### src/rtl/snoop_pkg.sv
package snoop_pkg;

    localparam int ADDR_W = 13;
    localparam int DATA_W = 32;
    localparam int PAGE_W = ADDR_W - 8;

    // Snoop register byte offsets (software-visible map)
    localparam logic [7:0] OFF_CTRL  = 8'h00;
    localparam logic [7:0] OFF_CFG   = 8'h04;
    localparam logic [7:0] OFF_STAT  = 8'h08;
    localparam logic [7:0] OFF_INVAL = 8'h0C;

    // Page numbers of the sub-window groups
    localparam int CPUIF_PAGE0 = 1;
    localparam int TIMER_PAGE0 = 6;
    localparam logic [7:0] WDOG_OFF  = 8'h20;
    localparam logic [7:0] TMR_SPAN  = 8'h40;

    typedef enum logic [0:0] {
        S_IDLE,
        S_RESP
    } resp_state_e;

    typedef enum logic [2:0] {
        W_NONE,
        W_SCU,
        W_CPUIF,
        W_TIMER,
        W_WDOG,
        W_DIST
    } win_kind_e;

endpackage

### src/rtl/snoop_win_decode.sv
module snoop_win_decode
    import snoop_pkg::*;
#(
    parameter int NCPU = 4
) (
    input  logic                  req,
    input  logic [ADDR_W-1:0]     addr,
    output win_kind_e             kind,
    output logic                  sel_scu,
    output logic [NCPU:0]         sel_cpuif,
    output logic [NCPU:0]         sel_timer,
    output logic [NCPU:0]         sel_wdog,
    output logic                  sel_dist
);
    localparam int NSLOT = NCPU + 1;
    localparam logic [PAGE_W-1:0] CPUIF_LO = PAGE_W'(CPUIF_PAGE0);
    localparam logic [PAGE_W-1:0] CPUIF_HI = PAGE_W'(CPUIF_PAGE0 + NSLOT - 1);
    localparam logic [PAGE_W-1:0] TMR_LO   = PAGE_W'(TIMER_PAGE0);
    localparam logic [PAGE_W-1:0] TMR_HI   = PAGE_W'(TIMER_PAGE0 + NSLOT - 1);

    logic [PAGE_W-1:0] page;
    logic [7:0]        sub;
    logic [PAGE_W-1:0] slot;

    assign page = addr[ADDR_W-1:8];
    assign sub  = addr[7:0];

    always_comb begin
        kind = W_NONE;
        slot = '0;
        if (addr[ADDR_W-1]) begin
            kind = W_DIST;
        end else if (page == '0) begin
            kind = W_SCU;
        end else if (page >= CPUIF_LO && page <= CPUIF_HI) begin
            kind = W_CPUIF;
            slot = page - CPUIF_LO;
        end else if (page >= TMR_LO && page <= TMR_HI) begin
            slot = page - TMR_LO;
            if (sub < WDOG_OFF)      kind = W_TIMER;
            else if (sub < TMR_SPAN) kind = W_WDOG;
            else                     kind = W_NONE;
        end
    end

    assign sel_scu  = req && (kind == W_SCU);
    assign sel_dist = req && (kind == W_DIST);

    for (genvar g = 0; g < NSLOT; g++) begin : g_slot
        assign sel_cpuif[g] = req && (kind == W_CPUIF) && (slot == PAGE_W'(g));
        assign sel_timer[g] = req && (kind == W_TIMER) && (slot == PAGE_W'(g));
        assign sel_wdog[g]  = req && (kind == W_WDOG)  && (slot == PAGE_W'(g));
    end

endmodule

### src/rtl/snoop_regs.sv
module snoop_regs
    import snoop_pkg::*;
#(
    parameter int NCPU = 4
) (
    input  logic              clk,
    input  logic              rst_n,
    input  logic              wr_en,
    input  logic [7:0]        off,
    input  logic [DATA_W-1:0] wdata,
    output logic [DATA_W-1:0] rd_val,
    output logic              bad_off
);
    localparam logic [DATA_W-1:0] CFG_VAL =
        DATA_W'(((1 << NCPU) - 1) << 4) | DATA_W'(NCPU - 1);

    logic ctrl_q;

    always_ff @(posedge clk) begin
        if (!rst_n)
            ctrl_q <= 1'b0;
        else if (wr_en && off == OFF_CTRL)
            ctrl_q <= wdata[0];
    end

    always_comb begin
        bad_off = 1'b0;
        rd_val  = '0;
        unique case (off)
            OFF_CTRL:  rd_val = {{(DATA_W-1){1'b0}}, ctrl_q};
            OFF_CFG:   rd_val = CFG_VAL;
            OFF_STAT:  rd_val = '0;
            OFF_INVAL: rd_val = '0;
            default:   bad_off = 1'b1;
        endcase
    end

endmodule

### src/rtl/snoop_ctl_block.sv
module snoop_ctl_block
    import snoop_pkg::*;
#(
    parameter int NCPU = 4
) (
    input  logic              clk,
    input  logic              rst_n,
    input  logic              req,
    input  logic              we,
    input  logic [12:0]       addr,
    input  logic [31:0]       wdata,
    output logic [31:0]       rdata,
    output logic              err,
    output logic              sel_scu,
    output logic [NCPU:0]     sel_cpuif,
    output logic [NCPU:0]     sel_timer,
    output logic [NCPU:0]     sel_wdog,
    output logic              sel_dist
);
    resp_state_e       state_q, state_d;
    win_kind_e         kind;
    logic [DATA_W-1:0] reg_val, rdata_q, rdata_d;
    logic              bad_off, err_q, err_d, scu_hit;

    snoop_win_decode #(.NCPU(NCPU)) u_dec (
        .req       (req),
        .addr      (addr),
        .kind      (kind),
        .sel_scu   (sel_scu),
        .sel_cpuif (sel_cpuif),
        .sel_timer (sel_timer),
        .sel_wdog  (sel_wdog),
        .sel_dist  (sel_dist)
    );

    assign scu_hit = req && (kind == W_SCU);

    snoop_regs #(.NCPU(NCPU)) u_regs (
        .clk     (clk),
        .rst_n   (rst_n),
        .wr_en   (scu_hit && we),
        .off     (addr[7:0]),
        .wdata   (wdata),
        .rd_val  (reg_val),
        .bad_off (bad_off)
    );

    assign err_d   = req && ((kind == W_NONE) || (scu_hit && bad_off));
    assign rdata_d = (scu_hit && !we && !bad_off) ? reg_val : '0;

    // Next-state logic
    always_comb begin
        state_d = state_q;
        unique case (state_q)
            S_IDLE: if (req)  state_d = S_RESP;
            S_RESP: if (!req) state_d = S_IDLE;
            default:          state_d = S_IDLE;
        endcase
    end

    // State and response registers
    always_ff @(posedge clk) begin
        if (!rst_n) begin
            state_q <= S_IDLE;
            rdata_q <= '0;
            err_q   <= 1'b0;
        end else begin
            state_q <= state_d;
            rdata_q <= rdata_d;
            err_q   <= err_d;
        end
    end

    // Outputs by state
    always_comb begin
        rdata = '0;
        err   = 1'b0;
        unique case (state_q)
            S_IDLE: ;
            S_RESP: begin
                rdata = rdata_q;
                err   = err_q;
            end
            default: ;
        endcase
    end

endmodule

### config.mk
export PLATFORM = sky130hd
export DESIGN_NAME = snoop_ctl_block
export DESIGN_NICKNAME = d
export VERILOG_FILES = /design/src/rtl/snoop_pkg.sv /design/src/rtl/snoop_win_decode.sv /design/src/rtl/snoop_regs.sv /design/src/rtl/snoop_ctl_block.sv
export SDC_FILE = /design/constraint.sdc
export NUM_CORES = 1
export LEC_CHECK = 0
export ABC_AREA = 1
export BUFFER_PORTS_ARGS = -buffer_cell sky130_fd_sc_hd__buf_2
export CAP_MARGIN = 20
export CORE_ASPECT_RATIO = 1.75
export CORE_MARGIN = 10
export CORE_UTILIZATION = 40
export CTS_CLUSTER_DIAMETER = 120
export DETAILED_ROUTE_END_ITERATION = 10
export GPL_TIMING_DRIVEN = 0
export HOLD_SLACK_MARGIN = 0.15
export PLACE_DENSITY = 0.9
export SLEW_MARGIN = 20
export SYNTH_ARGS = -nofsm -noshare
export SYNTH_HDL_FRONTEND = slang
export SYNTH_SLANG_ARGS = --single-unit
### constraint.sdc
create_clock -name clk -period 2.95 [get_ports clk]
set_input_delay 0.1475 -clock clk [delete_from_list [all_inputs] [get_ports clk]]
set_output_delay 0.1475 -clock clk [all_outputs]
set_load 0.1 [all_outputs]
==> results.py <==
metrics = {
    "run_status": {
        "status": "finished, final reports clean",
    },
    "sta": {
        "finalSetupViolations": 0,
        "rsz0062_at_grt": "no",
        "period_minus_slack_ns": 2.41,
        "skew_ns": 0.0000148,
        "hold_viol_final": 0,
        "layout_worst_path_cycle_share_pct": 81.7,
        "fin_hold_ws_ns": 0.181,
        "slew_violations": 0,
        "maxClockFrequency_mhz": 415,
    },
    "synthesis": {
        "yosysTopAreaCellShare_pct": 20.9,
        "ys_seq_area_share_pct": 9.30,
        "yosys_most_used_dff": "dfxtp_1",
        "synthCells": 168,
        "yosysTopAreaCell": "buf_4",
        "ys_ff_latch": 5,
        "synth_cell_type_count": 21,
        "ys_top_cells_by_area": "buf_4 21%, dfxtp_1 9.3%, ha_1 9.3%",
        "synthArstFlopShare_pct": 0,
        "synth_area_per_cell_um2": 6.40,
        "synth-edff-count": 0,
        "yosysWarnings": 0,
        "netlist_area_mm2": 0.00108,
    },
    "power_and_ir_drop": {
        "vdd_drop_max_mv": 0.172,
        "p_seq_share_pct": 14.4,
        "p_sw_w": 0.000263,
        "total_power_w": 0.000486,
        "pwr-share-comb_pct": 60.1,
        "p_leak_nw": 0.897,
        "p_per_area_mw_per_mm2": 329,
        "intPower_w": 0.000223,
        "switching_share_pct": 54.1,
        "p_clk_share_pct": 25.5,
    },
    "setup_path": {
        "cp_max_fo": 7,
        "crit_arrival_ns": 2.26,
        "r2r_slack_ns": 2.35,
        "reg2regPathDepth": 2,
        "r2r-start": "u_regs.ctrl_q",
        "max_stage_delay_ns": 0.46,
        "critPathBufInv": 3,
        "worstReg2RegEnd": "rdata_q[0]",
        "start_kind": "primary input",
        "crit_path_end_kind": "primary output",
        "path_cells": "buf_2 > inv_1 > ha_1 > nor2_1 > nand2_1 > nand3_1 > nor3_1 > nand4_1 > nor3_1 > buf_2",
        "critPathSlowestCell": "buf_2",
        "path_class": "in2out",
        "cp.required_ns": 2.80,
        "crit_family": "simple AND/OR/NAND/NOR gates",
    },
    "floorplan": {
        "coreArea_mm2": 0.00252,
        "die_area_mm2": 0.00525,
        "die_h_um": 88.6,
        "io_pins": 99,
        "num_rows": 24,
        "die_x_um": 59.2,
        "start_util_pct": 42.7,
    },
    "clock_tree": {
        "cts_buffer_depth": 2,
        "htree_num_levels": 1,
        "holdBufCountCts": 0,
        "clock-sinks": 5,
        "cts_tree": "built",
        "root_buffer": "clkbuf_8",
        "postCtsSetupBuffers": 0,
        "clock_latency_ns": 0.22,
        "clk_pin_slew_ns": 0.03,
        "cts_resized": 0,
        "cts_buffers": 3,
    },
    "global_route": {
        "grt_pass1_wl_um": 4610,
        "grt_max_degree": 11,
        "antenna_found_initial": 0,
        "grt_pass1_vias": 1123,
        "gr-total-overflow": 0,
        "grt_util_all_layers_pct": 10.4,
    },
    "placed_design": {
        "gp_congestion": 0.889,
        "placed_cell_area_mm2": 0.00143,
        "io_buffers": 41,
        "dp_hpwl_um": 2590,
    },
    "route": {
        "dr_total_vias": 1193,
        "wl_per_cell_um": 10.9,
        "drc": 0,
        "drt_iter0_drc": 11,
        "vias_per_cell": 4.52,
        "routed_wirelength_um": 2880,
        "ant_nets": 0,
        "dr.pass1.iters": 4,
    },
    "worst_hold_path": {
        "hold_end": "state_q",
        "hold_depth": 3,
        "hp-class": "in2reg",
        "hp-start": "rst_n",
    },
    "final_layout": {
        "layout_commonest_cell": "buf_2",
        "syn_to_final_growth_pct": 37.3,
        "finalInstanceArea_mm2": 0.00148,
        "final_cell_mix": "41 x buf_2, 30 x buf_4, 26 x conb_1",
        "final_layout_size_suffix_gt1_share_pct": 42.4,
        "fin_nets": 296,
        "antenna_cells": 0,
    },
    "job": {
        "drv_cap": 0,
    },
}
-- worst max path at each step --
| stage | start | to | slack (ns) | cells after the start |
|---|---|---|---|---|
| final | addr[9] | sel_timer[3] | 0.54 | 10 |
| after floorplan | addr[9] | sel_timer[3] | -0.45 | 12 |
| after global placement | addr[9] | sel_timer[4] | 0.63 | 10 |
| after global routing | addr[9] | sel_timer[4] | 0.30 | 10 |
| after detailed placement | addr[9] | sel_timer[3] | 0.56 | 10 |
| after CTS | addr[9] | sel_timer[3] | 0.55 | 10 |
-- cell usage after synthesis, types with 4 or more instances --
cell / instances
nand2_1: 25
nor3_1: 17
buf_4: 30
nand2_2: 5
ha_1: 8
a21oi_1: 4
nand3_2: 6
nand4_1: 7
nor2_1: 11
nand3_1: 15
dfxtp_1: 5
inv_1: 20
-- cell families after synthesis --
family	count (synthesis)	synth area share (%)
AOI/OAI and AO/OA	6	3.02
DFF	5	9.30
buffers and inverters	54	30.0
adders and majority gates	8	9.30
xor gates and xnor gates	1	0.814
other	1	0.349
and+or+nand+nor	93	47.2
-- per-stage QoR --
| step | worst slack (ns) | TNS, ns | std cells | utilization, % |
|---|---|---|---|---|
| 5_1_grt | 0.298 | 0 | 264 | 58.6 |
| 2_1_floorplan | -0.452 | -4.07 | 193 | - |
| 6_report | 0.540 | 0 | 264 | 58.6 |
| 3_5_place_dp | 0.560 | 0 | 260 | 56.8 |
| 3_3_place_gp | 0.633 | 0 | 260 | 56.8 |
| 4_1_cts | 0.546 | 0 | 264 | 58.6 |
-- layout make-up --
cell class | instances | area (µm²)
Clock buffer | 4 | 45.0
Sequential cell | 5 | 100
Fill cell | 231 | 1040
Multi-Input combinational cell | 134 | 772
Buffer | 31 | 236
Tap cell | 26 | 32.5
Timing Repair Buffer | 41 | 205
Inverter | 23 | 86.3
-- registers in the layout, summed over array words and instances, names as in the netlist --
name and flops:
err_q 1, state_q 1, rdata_q 2, u_regs.ctrl_q 1
-- power groups by stage --
stage,Sequential (W),Clock (W),Combinational [W]
final,0.0000699,0.000124,0.000292
after global routing,0.0000699,0.000130,0.000311
after CTS,0.0000699,0.000127,0.000290
after detailed placement,0.0000709,0,0.000290
after global placement,0.0000708,0,0.000287
after floorplan,0.0000706,0,0.000258
-- worst reg2reg max path, stage by stage (launching register included) --
cell	delay, ns
dfxtp_1	0.30
inv_1	0.05
a211oi_1	0.18
-- routing by layer --
layer | wire length (µm) | track usage (%)
met5 | 0 | 0
met4 | 0 | 4.40
met3 | 441 | 6.31
met2 | 1420 | 17.9
met1 | 1020 | 9.59
Note: power is estimated with default switching activity, not from simulation.
